===== src/rtl/wdt_pkg.sv =====
package wdt_pkg;
  // Action taken when the counter runs out
  typedef enum logic {
    ACT_IRQ   = 1'b0,
    ACT_RESET = 1'b1
  } wdt_action_e;
endpackage


===== src/rtl/wdt_presc.sv =====
module wdt_presc #(
  parameter int DIV_LO = 16,
  parameter int DIV_HI = 128
) (
  input  logic clk,
  input  logic rst_n,
  input  logic en_i,
  input  logic sel_i,
  output logic tick_o
);
  localparam int PW = $clog2(DIV_HI);
  localparam logic [PW-1:0] LO_M1 = PW'(DIV_LO - 1);
  localparam logic [PW-1:0] HI_M1 = PW'(DIV_HI - 1);

  logic [PW-1:0] pre_q, pre_d, lim;
  logic          wrap;

  always_comb begin
    lim    = sel_i ? HI_M1 : LO_M1;
    wrap   = (pre_q >= lim);
    tick_o = en_i & wrap;
    pre_d  = pre_q;
    if (en_i) begin
      pre_d = wrap ? '0 : pre_q + PW'(1);
    end
  end

  always_ff @(posedge clk or negedge rst_n) begin
    if (!rst_n) pre_q <= '0;
    else        pre_q <= pre_d;
  end
endmodule


===== src/rtl/wdt_down.sv =====
module wdt_down #(
  parameter int CNT_W = 15
) (
  input  logic             clk,
  input  logic             rst_n,
  input  logic             tick_i,
  input  logic             load_i,
  output logic [CNT_W-1:0] cnt_o,
  output logic             uf_o
);
  localparam logic [CNT_W-1:0] FULL = '1;

  logic [CNT_W-1:0] cnt_q, cnt_d;

  always_comb begin
    uf_o  = tick_i & ~load_i & (cnt_q == '0);
    cnt_d = cnt_q;
    if (load_i) begin
      cnt_d = FULL;
    end else if (tick_i) begin
      cnt_d = (cnt_q == '0) ? FULL : cnt_q - CNT_W'(1);
    end
  end

  always_ff @(posedge clk or negedge rst_n) begin
    if (!rst_n) cnt_q <= FULL;
    else        cnt_q <= cnt_d;
  end

  assign cnt_o = cnt_q;
endmodule


===== src/rtl/wdt_resp.sv =====
module wdt_resp
  import wdt_pkg::*;
(
  input  logic        clk,
  input  logic        rst_n,
  input  logic        mode_we_i,
  input  logic        mode_wd_i,
  input  logic        uf_i,
  output logic        irq_o,
  output logic        rst_req_o,
  output wdt_action_e mode_o
);
  wdt_action_e mode_q, mode_d;
  logic        irq_q, irq_d, rr_q, rr_d;

  always_comb begin
    mode_d = mode_q;
    if (mode_we_i && mode_wd_i) mode_d = ACT_RESET;
    irq_d = uf_i & (mode_q == ACT_IRQ);
    rr_d  = uf_i & (mode_q == ACT_RESET);
  end

  always_ff @(posedge clk or negedge rst_n) begin
    if (!rst_n) begin
      mode_q <= ACT_IRQ;
      irq_q  <= 1'b0;
      rr_q   <= 1'b0;
    end else begin
      mode_q <= mode_d;
      irq_q  <= irq_d;
      rr_q   <= rr_d;
    end
  end

  assign irq_o     = irq_q;
  assign rst_req_o = rr_q;
  assign mode_o    = mode_q;
endmodule


===== src/rtl/wdt_core.sv =====
module wdt_core
  import wdt_pkg::*;
#(
  parameter int CNT_W  = 15,
  parameter int DIV_LO = 16,
  parameter int DIV_HI = 128
) (
  input  logic             clk,
  input  logic             rst_n,
  input  logic             refresh_i,
  input  logic             start_i,
  input  logic             div_sel_i,
  input  logic             mode_we_i,
  input  logic             mode_wd_i,
  input  logic             autostart_off_i,
  input  logic             sleep_i,
  output logic             irq_o,
  output logic             rst_req_o,
  output logic [CNT_W-1:0] count_o
);
  logic        started_q, started_d;
  logic        active, run_en, load, tick, uf;
  wdt_action_e mode;

  always_comb begin
    started_d = started_q | start_i;
    active    = ~autostart_off_i | started_q;
    run_en    = active & ~sleep_i;
    load      = refresh_i & active;
  end

  always_ff @(posedge clk or negedge rst_n) begin
    if (!rst_n) started_q <= 1'b0;
    else        started_q <= started_d;
  end

  wdt_presc #(.DIV_LO(DIV_LO), .DIV_HI(DIV_HI)) u_presc (
    .clk(clk), .rst_n(rst_n), .en_i(run_en), .sel_i(div_sel_i), .tick_o(tick)
  );

  wdt_down #(.CNT_W(CNT_W)) u_down (
    .clk(clk), .rst_n(rst_n), .tick_i(tick), .load_i(load),
    .cnt_o(count_o), .uf_o(uf)
  );

  wdt_resp u_resp (
    .clk(clk), .rst_n(rst_n), .mode_we_i(mode_we_i), .mode_wd_i(mode_wd_i),
    .uf_i(uf), .irq_o(irq_o), .rst_req_o(rst_req_o), .mode_o(mode)
  );
endmodule


===== config.mk =====
export PLATFORM = sky130hd
export DESIGN_NAME = wdt_core
export DESIGN_NICKNAME = d
export VERILOG_FILES = /design/src/rtl/wdt_pkg.sv /design/src/rtl/wdt_presc.sv /design/src/rtl/wdt_down.sv /design/src/rtl/wdt_resp.sv /design/src/rtl/wdt_core.sv
export SDC_FILE = /design/constraint.sdc
export NUM_CORES = 1
export LEC_CHECK = 0
export ABC_AREA = 1
export BUFFER_PORTS_ARGS = -buffer_cell sky130_fd_sc_hd__buf_2
export CORE_MARGIN = 3
export CORE_UTILIZATION = 28
export DETAILED_ROUTE_END_ITERATION = 6
export SLEW_MARGIN = 20
export SYNTH_ARGS = -nofsm -noshare
export SYNTH_HDL_FRONTEND = slang
export SYNTH_SLANG_ARGS = --single-unit

===== constraint.sdc =====
create_clock -name clk -period 2.4 [get_ports clk]
set_clock_uncertainty 0.2 [all_clocks]
set_input_delay 0.36 -clock clk [delete_from_list [all_inputs] [get_ports clk]]
set_output_delay 0.36 -clock clk [all_outputs]
set_load 0.05 [all_outputs]

# ---- Word-level counts from Yosys, hierarchy flattened
# Cells that the tools add are included.
dict set report op_classes {
  n_addsub 2
  n_lt_le_gt_ge 1
  mux 5
  bitwise_logic 13
  n_reduce_logical 3
}
# cell count
set op_table {}
lappend op_table {{$mux 15} 3}
lappend op_table {{$logic_not 15->1} 1}
lappend op_table {{$sub 15x1->15 const B} 1}
lappend op_table {{$mux 7} 2}
lappend op_table {{$add 7x1->7 const B} 1}
lappend op_table {{$and 1x1->1} 7}
lappend op_table {{$ge 7x7->1} 1}
lappend op_table {{$not 1->1} 4}
lappend op_table {{$or 1x1->1} 2}
lappend op_table {{$reduce_bool 2->1} 1}
lappend op_table {{$logic_and 1x1->1} 1}
dict set report totals {
  register_bits 26
  input_bits 9
  out_inout_bits 17
}

# ---- Logic depth before layout (Yosys ltp)
dict set report depth {
  ltp_word 7
  mapped_depth 11
  ltp_nobuf 11
}

# ---- Modules after synthesis
# A second synthesis with hierarchy kept.
dict set report hier_totals {
  cells_unflattened 237
  hier_area_um2 1769.2
}
# mod n_inst cells_per_inst area_per_inst_um2 seq_area_each_um2
set modules_own_cells {}
lappend modules_own_cells {wdt_down 1 154 1099.8 394.1}
lappend modules_own_cells {wdt_presc 1 67 519.2 175.2}
lappend modules_own_cells {wdt_resp 1 10 101.3 75.1}
lappend modules_own_cells {wdt_core 1 6 48.8 25.0}

# ---- Worst setup path after synthesis
# OpenSTA, ideal clock, no wires.
dict set report synth_path {
  path_type {register to register}
  from {reg u_down.cnt_q[0], in the netlist u_down.cnt_o[0]}
  to {reg u_down.cnt_q[10], in the netlist u_down.cnt_o[10]}
  setup_time_ps 68
  t_arrival_ps 1619
  required_time_ps 2132
  path_slack_ps 513
  stages_incl_launch_ff 9
  path_buffers 0
  period_less_slack_ps 1887
  path_cell_list {dfstp_2 -> inv_1 -> ha_1 -> nand2_1 -> nor2_4 -> nand2_1 -> nand2_1 -> and2_1 -> a21oi_2}
}
dict set report synth_between {
  elab_chain_cells 4
  elab_cells_between_ends 5
  cone_classes {1 x add/sub; 3 x mux; 1 x reduce/logical}
}
# element line_no
set synth_rtl {}
lappend synth_rtl {{from (decl)} wdt_down.sv:13} ;# logic [CNT_W-1:0] cnt_q, cnt_d;
lappend synth_rtl {{from (signal assigned)} wdt_down.sv:27} ;# else cnt_q <= cnt_d;
lappend synth_rtl {{$sub 15x1->15 or $logic_not 15->1 (tied branches)} wdt_down.sv:21} ;# cnt_d = (cnt_q == '0) ? FULL : cnt_q - CNT_W'(1);
lappend synth_rtl {{$mux 15 *} wdt_down.sv:21}
lappend synth_rtl {{$mux 15 *} wdt_down.sv:20} ;# end else if (tick_i) begin
lappend synth_rtl {{$mux 15 *} wdt_down.sv:18} ;# if (load_i) begin
# Mark *: on every way between the ends. The rest lies on a longest branch, timed or not. The select of a mux whose other input is x is not followed.
# A chain may end at the register's enable or synchronous reset.

# ---- Worst setup path in the final report
dict set report layout_path {
  from {reg u_presc.pre_q[6]}
  to {reg u_down.cnt_q[5], in the netlist u_down.cnt_o[5]}
}
dict set report layout_between {
  elab_chain_cells 3
}
# element line_no
set layout_rtl {}
lappend layout_rtl {{from (decl)} wdt_presc.sv:15} ;# logic [PW-1:0] pre_q, pre_d, lim;
lappend layout_rtl {{from (signal assigned)} wdt_presc.sv:30} ;# else pre_q <= pre_d;
lappend layout_rtl {{$ge 7x7->1} wdt_presc.sv:20} ;# wrap = (pre_q >= lim);
lappend layout_rtl {{$and 1x1->1} wdt_presc.sv:21} ;# tick_o = en_i & wrap;
lappend layout_rtl {{$reduce_bool 2->1 (no line)} --}
# Every way passes these cells.

==> results.ini <==
[status]
status=completed

[power]
pwr-share-seq=0.475
p_comb_frac=0.192
worst_ir_drop_vdd_uv=254
intPower_w=0.000780
p_per_area_nw_per_um2=558
power.share.clock=0.333
power_leakage_nw=0.941
switchingPower_w=0.000329
p_sw_frac=0.297

[synth]
synthSimpleGateAreaFrac=0.350
async_reset_ff_frac=1.00
ys.flop_type=dfstp_2
synth_cell_types=29
synth-edff-count=0
synth_top_family_by_area=simple AND/OR/NAND/NOR gates
yosysSeqAreaShare=0.393
yosysWarnings=0
syn_area_per_cell_um2=7.58
synth_top_area_cell=dfstp_2
ys_ff_latch=26
syn_area_um2=1710
synth_area_leaders=dfstp_2 (23%), dfrtp_1 (16%), nand2_1 (12%)
muxShareOfSynthArea=0
syn_inst=225
synthAdderAreaFrac=0.0440
synth_xor_area_frac=0.0308
syn_nets=240
synth-compound-area-share=0.0946
synth_top_area_frac=0.231

[finish]
areaGrowthSynthToFinish_pct=16.5
num_antenna_cells=0
final_cell_area_um2=1990
nets=270
drive_gt1_frac=0.283
fillers=600

[timing]
slew_violations=0
tns_ns=0
max_freq_mhz=544
finalCritPeriodShare=0.766
setup_violations=0
post-route-min-period_ns=1.84
hold_viol_final=0
grt_setup_unrepaired=no
tightest_slew_ns=0.588
maxSlewHeadroom=0.608

[clock_network]
root_buffer=clkbuf_8
cts_made_buffers=3
post-cts-setup-buffer-count=0
cts_resized=0
clk_path_buf_depth=2
clock_latency_ns=0.27
htree_levels=1
clock_sinks=26
cts_tree=done
path_clk_slew_ns=0.09

[drt]
wire_per_inst_um=10.9
num_vias=1419
detail_route.iter0.violations=111
routed_via_density=4.35
drc=0
ant_nets=0
wl_um=3550
first_pass_iters=4

[placed_design]
dpl_cell_area_um2=1910
io_buffers=25
dpl.hpwl_um=2730
place.gp.congestion=0.781

[setup_path]
arrival_ns=1.84
cp-end-kind=register
required_ns=2.40
crit_type=register to register
reg2reg_depth=9
critPathMaxFanout=11
reg2reg_slack_ns=0.56
start_kind=register

[floorplan]
die_height_um=84.0
num_rows=27
dieArea_um2=7060
fp.dieW_um=84.0
core_um2=5710
start_util=0.299
ioPinCount=26

[global_route]
antenna_found_initial=0
grt_start_max_net_pins=27
track_usage=0.108
grt_pass1_vias=1341
grt_overflow=0
grt_pass1_wl_um=6340

[min_path]
hp-class=input pin to register
hold_depth=2

[run]
cap_viol_max_count=0

-- worst max-delay path, stage by stage (launching register included) --
cell and delay, ns:
dfrtp_1 0.41, ha_1 0.32, nand2_1 0.06, nor2_1 0.08, nand3_1 0.08, nand2_2 0.10
nand3_1 0.09, nor2_2 0.09, buf_4 0.24, a21oi_1 0.10
-- routing by layer --
metal / global-route usage / vias up / wire, um
met1: 0.155 / 636 / 1850
li1: - / 761 / -
met2: 0.165 / 18 / 1560
met4: 0.0395 / 0 / 44
met3: 0.0138 / 4 / 92
met5: 0 / - / 0
-- final timing paths --
kind / startpoint / end
setup / recovery: u_presc.pre_q[6] / u_down.cnt_o[5]
hold / removal: start_i / started_q
setup reg to reg: u_presc.pre_q[6] / u_down.cnt_o[5]
hold reg to reg: u_resp.mode_o / u_resp.irq_o
max in group asynchronous: rst_n / u_down.cnt_o[9]
min in group asynchronous: rst_n / started_q
-- power groups by stage --
stage | clock (W) | sequential (W) | combinational [W]
after global placement | 0 | 0.000533 | 0.000207
after CTS | 0.000382 | 0.000526 | 0.000215
after floorplan | 0 | 0.000529 | 0.000157
final | 0.000370 | 0.000527 | 0.000213
after global routing | 0.000404 | 0.000533 | 0.000249
after detailed placement | 0 | 0.000534 | 0.000212
-- cell usage after synthesis, types with 3 or more instances --
library cell   n
a21oi_2        9
dfrtp_1       11
dfstp_2       15
ha_1           6
inv_1         31
inv_2          3
nand2_1       53
nand3_1       11
nand3b_1       3
nand4_1        3
nor2_1        40
nor2_2         3
nor2_4         3
nor3_1         6
o21ai_0        6
xor2_1         4
-- layout by cell type (no fill, tap or decap), drive strengths merged --
master / n
and2: 2
nand3: 12
ha: 6
nand3b: 3
dfrtp: 11
a21oi: 12
o21bai: 1
xor2: 4
nand4: 3
nor2: 46
nand2: 56
bufinv: 1
inv: 34
buf: 26
clkbuf: 3
or2: 1
xnor2: 2
nor3: 7
dlygate4sd3: 1
a31oi: 1
dfstp: 15
o21ai: 7
-- kinds of logic (layout without fill, tap and decap cells) --
logic type                 after synthesis  count (layout)
and+or+nand+nor                        130             130
DFF                                     26              26
xor gates and xnor gates                 6               6
buffers and inverters                   36              65
adders and majority gates                6               6
AOI/OAI and AO/OA                       21              21
-- state kept, by name, indices dropped and copies added, names as in the netlist --
signal / flops
u_resp.irq_o: 1
u_resp.rst_req_o: 1
started_q: 1
u_resp.mode_o: 1
u_presc.pre_q: 7
u_down.cnt_o: 15
-- timing repair --
| item | in CTS | in global routing |
|---|---|---|
| endpoints found under the setup margin | 0 | 0 |
| hold endpoints to repair | 11 | 0 |
| hold buffers | 1 | 0 |
-- metrics by stage --
| stage | instances | power [W] | setup WS (ns) | hold WS (ns) | util |
|---|---|---|---|---|---|
| after floorplan | 225 | 0.000686 | 0.513 | -0.136 | - |
| after global placement | 321 | 0.000740 | 0.503 | 0.197 | 0.334 |
| after detailed placement | 321 | 0.000746 | 0.454 | 0.201 | 0.334 |
| after CTS | 326 | 0.00112 | 0.542 | 0.0647 | 0.348 |
| after global routing | 326 | 0.00119 | 0.368 | 0.0703 | 0.348 |
| final | 326 | 0.00111 | 0.561 | 0.0695 | 0.348 |
-- area by class of cell --
cell class / instances / area, um2 / share of cell area
well taps: 72 / 90.1 / 0.0453
inverters: 34 / 128 / 0.0642
repair buffers: 27 / 143 / 0.0718
flip-flops and latches: 26 / 669 / 0.337
clock buffers: 3 / 41.3 / 0.0208
clock inverters: 1 / 30.0 / 0.0151
multi-input cells: 163 / 886 / 0.446
(Power assumes the default switching activity.)
